### config.mk
export PLATFORM = sky130hd
export DESIGN_NAME = blkrst_ctrl
export DESIGN_NICKNAME = d
export VERILOG_FILES = /design/src/rtl/blkrst_pkg.sv /design/src/rtl/blkrst_alias.sv /design/src/rtl/blkrst_gate_timer.sv /design/src/rtl/blkrst_ctrl_reg.sv /design/src/rtl/blkrst_ctrl.sv
export SDC_FILE = /design/constraint.sdc
export NUM_CORES = 1
export LEC_CHECK = 0
export ABC_CLOCK_PERIOD_IN_PS = 2000
export BUFFER_PORTS_ARGS = -buffer_cell sky130_fd_sc_hd__buf_2
export CAP_MARGIN = 20
export CORE_MARGIN = 4
export CORE_UTILIZATION = 33
export DETAILED_ROUTE_END_ITERATION = 16
export PLACE_DENSITY = 0.89
export SLEW_MARGIN = 20
export SYNTH_ARGS = -nofsm -noshare
export SYNTH_HDL_FRONTEND = slang
export SYNTH_SLANG_ARGS = --single-unit
### constraint.sdc
create_clock -name clk -period 2 [get_ports clk]
set_input_delay 0.1 -clock clk [delete_from_list [all_inputs] [get_ports clk]]
set_output_delay 0.1 -clock clk [all_outputs]
set_load 0.02 [all_outputs]
### src/rtl/blkrst_pkg.sv
`timescale 1ns/1ps
package blkrst_pkg;

   typedef enum logic [1:0] {
      OP_LOAD   = 2'd0,
      OP_SET    = 2'd1,
      OP_CLEAR  = 2'd2,
      OP_TOGGLE = 2'd3
   } bus_op_e;

   // One control bit after one write operation
   function automatic logic apply_op(input bus_op_e op, input logic cur, input logic d);
      logic r;
      case (op)
         OP_LOAD:   r = d;
         OP_SET:    r = cur | d;
         OP_CLEAR:  r = cur & ~d;
         default:   r = cur ^ d;
      endcase
      return r;
   endfunction

endpackage

### src/rtl/blkrst_alias.sv
`timescale 1ns/1ps
module blkrst_alias
   import blkrst_pkg::*;
#(
   parameter int NB = 2
) (
   input  bus_op_e          op,
   input  logic [NB-1:0]    cur,
   input  logic [NB-1:0]    din,
   output logic [NB-1:0]    nxt
);

   if (NB < 1) begin : g_bad_nb
      $error("blkrst_alias: NB must be at least 1");
   end

   for (genvar b = 0; b < NB; b++) begin : g_bit
      always_comb nxt[b] = apply_op(op, cur[b], din[b]);
   end

endmodule

### src/rtl/blkrst_gate_timer.sv
`timescale 1ns/1ps
module blkrst_gate_timer #(
   parameter int GATE_DELAY = 4
) (
   input  logic clk,
   input  logic rst_n,
   input  logic srst,
   output logic hw_set
);

   if (GATE_DELAY < 1) begin : g_bad_delay
      $error("blkrst_gate_timer: GATE_DELAY must be at least 1");
   end

   if (GATE_DELAY == 1) begin : g_direct
      // Gate follows one cycle behind soft-reset
      assign hw_set = srst;
   end else begin : g_count
      localparam int CW = $clog2(GATE_DELAY);
      localparam logic [CW-1:0] LAST = CW'(GATE_DELAY - 1);
      logic [CW-1:0] cnt_q;

      always_ff @(posedge clk or negedge rst_n) begin
         if (!rst_n) begin
            cnt_q <= '0;
         end else if (!srst) begin
            cnt_q <= '0;
         end else if (cnt_q != LAST) begin
            cnt_q <= cnt_q + 1'b1;
         end
      end

      assign hw_set = srst && (cnt_q == LAST);
   end

endmodule

### src/rtl/blkrst_ctrl_reg.sv
`timescale 1ns/1ps
module blkrst_ctrl_reg (
   input  logic clk,
   input  logic rst_n,
   input  logic wr_en,
   input  logic nxt_srst,
   input  logic nxt_gate,
   input  logic hw_set,
   output logic srst_q,
   output logic gate_q
);

   logic gate_d;

   always_comb begin
      gate_d = gate_q;
      if (hw_set) begin
         gate_d = 1'b1;
      end else if (wr_en) begin
         // during reset the gate may be raised but never dropped
         gate_d = srst_q ? (gate_q | nxt_gate) : nxt_gate;
      end
   end

   always_ff @(posedge clk or negedge rst_n) begin
      if (!rst_n) begin
         srst_q <= 1'b1;
         gate_q <= 1'b1;
      end else begin
         if (wr_en) srst_q <= nxt_srst;
         gate_q <= gate_d;
      end
   end

endmodule

### src/rtl/blkrst_ctrl.sv
`timescale 1ns/1ps
module blkrst_ctrl
   import blkrst_pkg::*;
#(
   parameter int DATA_W     = 32,
   parameter int SRST_POS   = 31,
   parameter int GATE_POS   = 30,
   parameter int GATE_DELAY = 4
) (
   input  logic              clk,
   input  logic              rst_n,
   input  logic              wr_en,
   input  logic [1:0]        wr_op,
   input  logic [DATA_W-1:0] wr_data,
   output logic [DATA_W-1:0] rd_data,
   output logic              core_rst,
   output logic              core_clk_en
);

   localparam int NB = 2;
   localparam int IDX_SRST = 1;
   localparam int IDX_GATE = 0;

   if (SRST_POS >= DATA_W || GATE_POS >= DATA_W || SRST_POS < 0 || GATE_POS < 0) begin : g_bad_pos
      $error("blkrst_ctrl: bit positions must lie inside DATA_W");
   end
   if (SRST_POS == GATE_POS) begin : g_same_pos
      $error("blkrst_ctrl: SRST_POS and GATE_POS must differ");
   end

   logic [NB-1:0] cur_bits, din_bits, nxt_bits;
   logic          srst_q, gate_q, hw_set;

   assign cur_bits[IDX_SRST] = srst_q;
   assign cur_bits[IDX_GATE] = gate_q;
   assign din_bits[IDX_SRST] = wr_data[SRST_POS];
   assign din_bits[IDX_GATE] = wr_data[GATE_POS];

   blkrst_alias #(.NB(NB)) i_alias (
      .op  (bus_op_e'(wr_op)),
      .cur (cur_bits),
      .din (din_bits),
      .nxt (nxt_bits)
   );

   blkrst_gate_timer #(.GATE_DELAY(GATE_DELAY)) i_timer (
      .clk    (clk),
      .rst_n  (rst_n),
      .srst   (srst_q),
      .hw_set (hw_set)
   );

   blkrst_ctrl_reg i_reg (
      .clk      (clk),
      .rst_n    (rst_n),
      .wr_en    (wr_en),
      .nxt_srst (nxt_bits[IDX_SRST]),
      .nxt_gate (nxt_bits[IDX_GATE]),
      .hw_set   (hw_set),
      .srst_q   (srst_q),
      .gate_q   (gate_q)
   );

   always_comb begin
      rd_data           = '0;
      rd_data[SRST_POS] = srst_q;
      rd_data[GATE_POS] = gate_q;
   end

   assign core_rst    = srst_q;
   assign core_clk_en = ~gate_q;

endmodule

# Word-level counts from Yosys, hierarchy flattened
# Cells that the tools add are included.
# word_totals
word_cells	29
ff_bits	4
out_inout_bits	34
# op_classes
n_bitwise	10
n_eq_ne	5
addsub	1
mux	7
n_reduce_logical	3
# op_table
operator	count
case mux 1 bit (3 select lines)	2
== test 2 bit, second input constant	2
2-to-1 mux 2 bit	2
!= test 2 bit, second input constant	2
2-to-1 mux 1 bit	3
NOT 1 bit	3
OR 1 bit	3
adder 2 x 1 -> 2 bit, second input constant	1
bitwise AND 1 bit	2
== test 2 x 1 -> 1 bit, second input constant	1
logical NOT 2 bit	1
nonzero test 2 bit	1
bitwise XOR 1 bit	2
logical AND 1 bit	1

# Longest topological paths before layout
# Gate-level depths: netlist of the first run.
# logic_depth
depth_word	7
depth_mapped	5
depth_no_buf	5

# Hierarchy
# Synthesis of the first run repeated with hierarchy kept, for this count alone.
# unflattened
cells_unflattened	59
hier_area_um2	554.3
# modules_own_cells
mod	seq_area_each_um2	instances	area_each_um2	cells_each
blkrst_ctrl	0.0	1	247.7	34
blkrst_alias	0.0	1	125.1	12
blkrst_gate_timer	50.0	1	101.3	8
blkrst_ctrl_reg	52.6	1	80.1	5

# Worst setup path before layout of the first run
# OpenSTA, ideal clock, no wires.
# synth_timing
path_kind	flip-flop to flip-flop
start	reg i_reg.srst_q
end	reg i_reg.srst_q
path_buffers	0
required_time_ps	1916
arrival_time_ps	1422
slack_ps	494
stages_incl_launch_ff	6
path_cell_list	dfstp_2 -> inv_1 -> ha_1 -> nand2_1 -> o21ai_0 -> a311o_1
# synth_via
elab_chain_len	2
word_cells_on_any_way	4
cone_classes	1 x mux; 3 x bitwise
# synth_rtl
item	line_no	source
start, declared	blkrst_ctrl_reg.sv:9	output logic srst_q,
start signal, assigned	blkrst_ctrl_reg.sv:30	if (wr_en) srst_q <= nxt_srst;
bitwise XOR 1 bit, or another cell as far along	blkrst_pkg.sv:18	default: r = cur ^ d;
case mux 1 bit (3 select lines) (*)	blkrst_pkg.sv:14	case (op)
# Every way passes the cells marked *; elsewhere a longest branch is shown, timed or not.
# A chain may end at the register's enable or synchronous reset.

# Worst setup path after layout of the first run
# Same ends and word-level chain as after synthesis.

==> run_results.csv, run 1 <==
group,metric,value,unit
clock_tree,cts_tree,"done",
placement,gp_congestion,0.6450,
clock_tree,numCtsBuffers,3,
critical_path,r2r_start,"i_reg.srst_q",
die,rows,14,
cells_and_area,final_cell_mix,"conb_1 (30), buf_2 (10), ha_1 (5), inv_1 (4)",
timing,max_freq,666.2,MHz
placement,port_buffers,10,
clock_tree,root_buffer,"clkbuf_4",
die,start_util,35.22,%
critical_path,critPathKind,"flop to flop",
critical_path,critPathMaxFanout,5,
critical_path,worstPathArrival,1.65,ns
synth,syn_inst,63,
timing,slew_viol_final,0,
cells_and_area,diodes,0,
hold_path,hp-class,"primary input to flop",
critical_path,r2r_cells,5,
die,die_w,48.33,um
clock_tree,htree_num_levels,1,
critical_path,critPathSlowestCell,"dfstp_2",
routing,first_pass_iters,2,
cells_and_area,layout.nets,118,
clock_tree,clock_sinks,4,
power,ir_drop,0.2754,mV
routing,drc,0,
critical_path,required,2.15,ns
timing,setup_tns,0,ns
critical_path,rr_endpoint,"i_reg.srst_q",
clock_tree,cts_setup_buffers,0,
placement,dp_hpwl,756,um
global_route,grt_overflow,0,
placement,dp.cells,86,
hold_path,min_to,"i_reg.gate_q",
power,power_frac_seq,31.2,%
critical_path,worstPathCellList,"inv_1 > ha_1 > nand2_1 > o21ai_0 > a311o_1",
timing,rsz0062_at_grt,"no",
routing,wirelength,824,um
routing,avgRoutedWirePerCell,9.156,um
timing,fin_crit_sh,75.05,%
clock_tree,clkLatencyLatePin,0.23,ns
clock_tree,clk_path_buf_depth,2,
cells_and_area,fin_cells,90,
critical_path,critPathLaunchType,"flop",
timing,setup_viol,0,
cells_and_area,multi_input_area,287.8,um2
power,power_density,748.7,nW/um2
routing,detail-route-antenna-nets,0,
cells_and_area,n_fill_cell,168,
die,die_y,48.33,um
global_route,grt_max_degree,7,
global_route,grt_pass1_wl,1.214,mm
power,p_leak,0.3071,nW
cells_and_area,regArea,102.6,um2
routing,viasPerCell,3.744,
timing,min_period,1.501,ns
synth,yosys.cell_types.count,14,
critical_path,cp_slowest_stage_delay,0.55,ns
power,p_switching,0.1613,mW
routing,drt_iter0_markers,1,
run,cap_violations,0,
timing,skew,0.00009699,ns
synth,synth_area,536.8,um2
power,power,0.3803,mW
global_route,grt_pass1_vias,295,
synth,avgSynthCellArea,8.520,um2
clock_tree,clk_pin_slew_worst_paths,0.03,ns
power,pwr-share-clk,24.9,%
die,die_area,2336,um2
timing,whs,0.1771,ns
die,core_region_area,1524,um2
cells_and_area,area_growth,-5.361,%
synth,synth-seq-cells,4,
critical_path,endpoint_kind,"flop",
synth,yosysWarningCount,0,
run_status,status,"finished clean",
cells_and_area,drive_gt1_share,20.27,%
routing,vias,337,
global_route,antenna_found_initial,0,
timing,finalHoldViolCount,0,
critical_path,reg2reg_slack,0.50,ns
hold_path,hold_depth,2,
synth,seq_area_frac_synth,19.11,%
power,intPower,0.2190,mW
power,p_sw_share,42.41,%
power,pwr-share-comb,44.0,%
hold_path,hold_start,"wr_op[0]",
die,ios,71,
cells_and_area,layout_commonest_cell,"conb_1",
global_route,grt_usage,6.722,%
[worst max-delay path by stage]
stage | endpoint | slack [ns] | start
after floorplan | i_reg.srst_q | 0.49 | i_reg.srst_q
after detailed placement | i_reg.srst_q | 0.49 | i_reg.srst_q
after global placement | i_reg.srst_q | 0.53 | i_reg.srst_q
after CTS | i_reg.srst_q | 0.48 | i_reg.srst_q
after global routing | i_reg.srst_q | 0.40 | i_reg.srst_q
final | i_reg.srst_q | 0.50 | i_reg.srst_q
[power by group through the flow]
stage | Clock [mW] | Sequential [mW] | Combinational, mW
after floorplan | 0 | 0.120 | 0.178
after global placement | 0 | 0.117 | 0.158
after detailed placement | 0 | 0.119 | 0.166
after CTS | 0.101 | 0.119 | 0.168
after global routing | 0.103 | 0.122 | 0.186
final | 0.0945 | 0.119 | 0.167
[layout make-up]
class / instances / area share [%]
multi-input combinational: 52 / 56.65
sequential: 4 / 20.20
timing repair buffer: 11 / 11.82
clock buffer: 3 / 4.433
tap: 16 / 3.941
inverter: 4 / 2.956
[flip-flops by register name, indices dropped and copies added (netlist names)]
| name | flops |
|---|---|
| i_reg.srst_q | 1 |
| i_timer.g_count.cnt_q | 2 |
| i_reg.gate_q | 1 |
[logic make-up (layout without fill, tap and decap cells)]
| family | count (synthesis) | after routing | synth area share, % |
|---|---|---|---|
| buffers and inverters | 36 | 18 | 47.55 |
| AND/OR/NAND/NOR | 7 | 7 | 6.293 |
| AO/OA/AOI/OAI | 6 | 6 | 7.460 |
| adder cells (fa/ha/maj) | 5 | 5 | 11.66 |
| flip-flops | 4 | 4 | 19.11 |
| multiplexers | 3 | 3 | 5.595 |
| other | 1 | 30 | 0.6986 |
| XOR/XNOR | 1 | 1 | 1.632 |
[layer usage]
metal | track usage, % | share of wire (%)
met5 | 0 | 0
met4 | 5.530 | 0.49
met3 | 2.454 | 13
met2 | 13.04 | 61
met1 | 4.887 | 26
[cell usage after synthesis]
| cell | n | share of area, % |
|---|---|---|
| a21oi_1 | 2 | 1.9 |
| a311o_1 | 2 | 3.7 |
| buf_4 | 32 | 45 |
| conb_1 | 1 | 0.70 |
| dfrtp_1 | 2 | 9.3 |
| dfstp_2 | 2 | 9.8 |
| ha_1 | 5 | 12 |
| inv_1 | 4 | 2.8 |
| mux2i_1 | 3 | 5.6 |
| nand2_1 | 2 | 1.4 |
| nor2_1 | 3 | 2.1 |
| nor3b_1 | 2 | 2.8 |
| o21ai_0 | 2 | 1.9 |
| xor2_1 | 1 | 1.6 |
[critical path, delay by kind of cell (launching register included)]
kind / cells / cell delay (ns)
flip-flops: 1 / 0.55
AO/OA/AOI/OAI: 2 / 0.43
buffers and inverters: 1 / 0.09
AND/OR/NAND/NOR: 1 / 0.06
adder cells (fa/ha/maj): 1 / 0.28
[per-stage QoR]
stage	utilization (%)	cell area, um2	setup WS [ns]
after floorplan	-	645.6	0.4944
after global placement	31.20	475.5	0.5303
after detailed placement	31.20	475.5	0.4888
after CTS	33.33	508.0	0.4818
after global routing	33.33	508.0	0.3984
final	33.33	508.0	0.4990
[timing repair]
action                                  4_1_cts  5_1_grt
gates resized for setup                       0        0
endpoints found under the hold margin         4        0
hold buffers                                  1        0
endpoints found under the setup margin        0        0
(Power assumes the default switching activity.)
==> run 2, diff against run 1 <==
--- a/config.mk
+++ b/config.mk
@@ -5,13 +5,14 @@
 export SDC_FILE = /design/constraint.sdc
 export NUM_CORES = 1
 export LEC_CHECK = 0
-export ABC_CLOCK_PERIOD_IN_PS = 2000
+export ABC_AREA = 1
+export ABC_CLOCK_PERIOD_IN_PS = 1400
 export BUFFER_PORTS_ARGS = -buffer_cell sky130_fd_sc_hd__buf_2
 export CAP_MARGIN = 20
 export CORE_MARGIN = 4
-export CORE_UTILIZATION = 33
+export CORE_UTILIZATION = 32
 export DETAILED_ROUTE_END_ITERATION = 16
-export PLACE_DENSITY = 0.89
+export PLACE_DENSITY = 0.85
 export SLEW_MARGIN = 20
 export SYNTH_ARGS = -nofsm -noshare
 export SYNTH_HDL_FRONTEND = slang
==> constraint.sdc (replaced) <==
create_clock -name clk -period 1.4 [get_ports clk]
set_input_delay 0.07 -clock clk [delete_from_list [all_inputs] [get_ports clk]]
set_output_delay 0.07 -clock clk [all_outputs]
set_load 0.02 [all_outputs]
==> run 2 against run 1 <==
Global-route usage increased by 0.51 points. Clock skew up 0.0041 ns. Total power increased by 54%. Final area up 13%. Worst hold slack got worse by 0.011 ns. Critical path depth increased by 1. Setup slack got worse by 0.32 ns. First-iteration DRC count fell by 100%. Cell count rose by 29%. Sequential power grew 41%. Flip-flop and latch count stayed put. Die area rose by 7.8%.
==> run_results.csv, run 2 <==
group,metric,value,unit
critical_path,cp_slowest_stage_delay,0.52,ns
cells_and_area,drive_gt1_share,19.57,%
routing,avgRoutedWirePerCell,7.578,um
run,cap_violations,0,
critical_path,critPathSlowestCell,"dfstp_2",
synth,avgSynthCellArea,7.299,um2
placement,gp_congestion,0.6612,
cells_and_area,diodes,0,
die,die_area,2518,um2
routing,wirelength,879,um
routing,drt_iter0_markers,0,
clock_tree,numCtsBuffers,3,
critical_path,cp_common_cell,"nand2_1",
timing,rsz0062_at_grt,"no",
cells_and_area,layout_commonest_cell,"conb_1",
timing,finalHoldViolCount,0,
clock_tree,clkLatencyLatePin,0.24,ns
die,rows,14,
timing,fin_crit_sh,87.12,%
timing,max_freq,819.9,MHz
placement,port_buffers,10,
die,die_w,50.18,um
synth,synth_area,569.3,um2
die,start_util,35.71,%
clock_tree,root_buffer,"clkbuf_4",
synth,synth_most_common_cell,"buf_4",
clock_tree,clk_path_buf_depth,2,
critical_path,worstPathArrival,1.38,ns
synth,async_flop_share,100.0,%
synth,syn_inst,78,
critical_path,worst-path-buf-inv,1,
synth,netlist_top_cells_count,"buf_4 (32), nand2_1 (11), inv_1 (9)",
synth,synth_top_area_cell,"buf_4",
power,p_leak,0.3743,nW
power,ir_drop,0.4870,mV
critical_path,critPathKind,"flop to flop",
routing,detail-route-antenna-nets,0,
timing,skew,0.004177,ns
critical_path,worstPathCellList,"inv_1 > ha_1 > nand2_1 > nand2_1 > o21bai_1 > nand2_1",
critical_path,endpoint_kind,"flop",
routing,drc,0,
global_route,grt_pass1_vias,339,
clock_tree,cts_setup_buffers,0,
routing,first_pass_iters,1,
synth,synth_ff_type,"dfstp_2",
routing,vias,405,
critical_path,critPathMaxFanout,2,
critical_path,critPathTopFamily,"flip-flops",
timing,setup_viol,0,
cells_and_area,largest_registers,"i_timer.g_count.cnt_q: 2 flops, i_reg.gate_q: 1 flops, i_reg.srst_q: 1 flops",
synth,yosys.cell_types.count,14,
global_route,grt_overflow,0,
synth,yosysWarningCount,0,
cells_and_area,area_growth,1.099,%
clock_tree,cts_tree,"done",
timing,slew_viol_final,0,
synth,synth_top_area_share,42.20,%
synth,synth_edf_count,0,
timing,setup_slack,0.1803,ns
hold_path,hp-class,"primary input to async pin",
clock_tree,clk_pin_slew_worst_paths,0.04,ns
die,core_region_area,1594,um2
cells_and_area,largest_register_ffs,2,
synth,seq_area_frac_synth,18.02,%
clock_tree,clock_sinks,4,
routing,viasPerCell,3.491,
clock_tree,cts_resized,0,
critical_path,critPathLaunchType,"flop",
cells_and_area,final_cell_mix,"conb_1 (30), nand2_1 (11), buf_2 (10), inv_1 (9), nor2_1 (6)",
placement,dp_slack,0.1751,ns
global_route,antenna_found_initial,0,
clock_tree,htree_num_levels,1,
timing,min_period,1.220,ns
timing,setup_tns,0,ns
synth,synth-seq-cells,4,
global_route,grt_pass1_wl,1.311,mm
global_route,grt_usage,7.227,%
synth,synth_area_leaders,"buf_4 (42%), ha_1 (11%), dfstp_2 (9.2%), dfrtp_1 (8.8%), nand2_1 (7.3%)",
die,ios,71,
global_route,grt_max_degree,7,
die,die_y,50.18,um
critical_path,required,1.56,ns
cells_and_area,layout.nets,136,
power,power_density,1020,nW/um2
run_status,status,"finished clean",
cells_and_area,top_register,"i_timer.g_count.cnt_q",
placement,dp_hpwl,790.3,um
-- run 2: path summary, 6_finish.rpt --
kind,start,to,slack [ns],depth (start not counted)
worst max register to register,i_reg.gate_q,i_reg.gate_q,0.18,6
worst min-delay path,rst_n,i_timer.g_count.cnt_q[1],0.17,2
worst min register to register,i_timer.g_count.cnt_q[1],i_timer.g_count.cnt_q[1],0.49,2
max in group asynchronous,rst_n,i_reg.srst_q,1.03,2
worst max-delay path,i_reg.gate_q,i_reg.gate_q,0.18,6
min in group clk,wr_data[31],i_reg.srst_q,0.19,5
-- run 2: final cells by class --
| cell class | instances | area, um2 |
|---|---|---|
| Clock buffer | 3 | 22.52 |
| Fill cell | 181 | 1018 |
| Inverter | 9 | 33.78 |
| Multi-Input combinational cell | 62 | 301.5 |
| Sequential cell | 4 | 102.6 |
| Tap cell | 24 | 30.03 |
| Timing Repair Buffer | 14 | 85.08 |
-- run 2: layer usage --
metal  track usage (%)  up-vias  wire, um
li1                  -      207         -
met1             5.755      172       265
met2             12.39       26       480
met3             5.621        0       133
met4             4.147        0         0
met5                 0        -         0
-- run 2: power by group --
group	internal [mW]	switching [mW]	leakage [nW]
sequential	0.153	0.0152	0.0470
clock	0.0958	0.0466	0.0138
combinational	0.0859	0.191	0.313
-- run 2: cells by family after synthesis --
family | synth area share [%]
buffers and inverters | 48.13
AND/OR/NAND/NOR | 16.92
adder cells (fa/ha/maj) | 10.99
flip-flops | 18.02
AO/OA/AOI/OAI | 3.736
XOR/XNOR | 1.539
other | 0.6587
-- run 2: timing repair --
item	4_1_cts	5_1_grt
hold endpoints to repair	5	0
endpoints found under the setup margin	0	0
hold buffers	2	0
-- run 2: metrics by stage --
| stage | utilization (%) | hold WS, ns | instances | area [um2] | power, mW |
|---|---|---|---|---|---|
| global placement | 33.44 | -0.1223 | 111 | 533.0 | 0.4307 |
| floorplan | - | -0.2256 | 107 | 678.2 | 0.4449 |
| finish | 36.11 | 0.1664 | 116 | 575.6 | 0.5871 |
| detailed placement | 33.44 | -0.1201 | 111 | 533.0 | 0.4431 |
| CTS | 36.11 | 0.1750 | 116 | 575.6 | 0.5946 |
| global route | 36.11 | 0.1711 | 116 | 575.6 | 0.6454 |
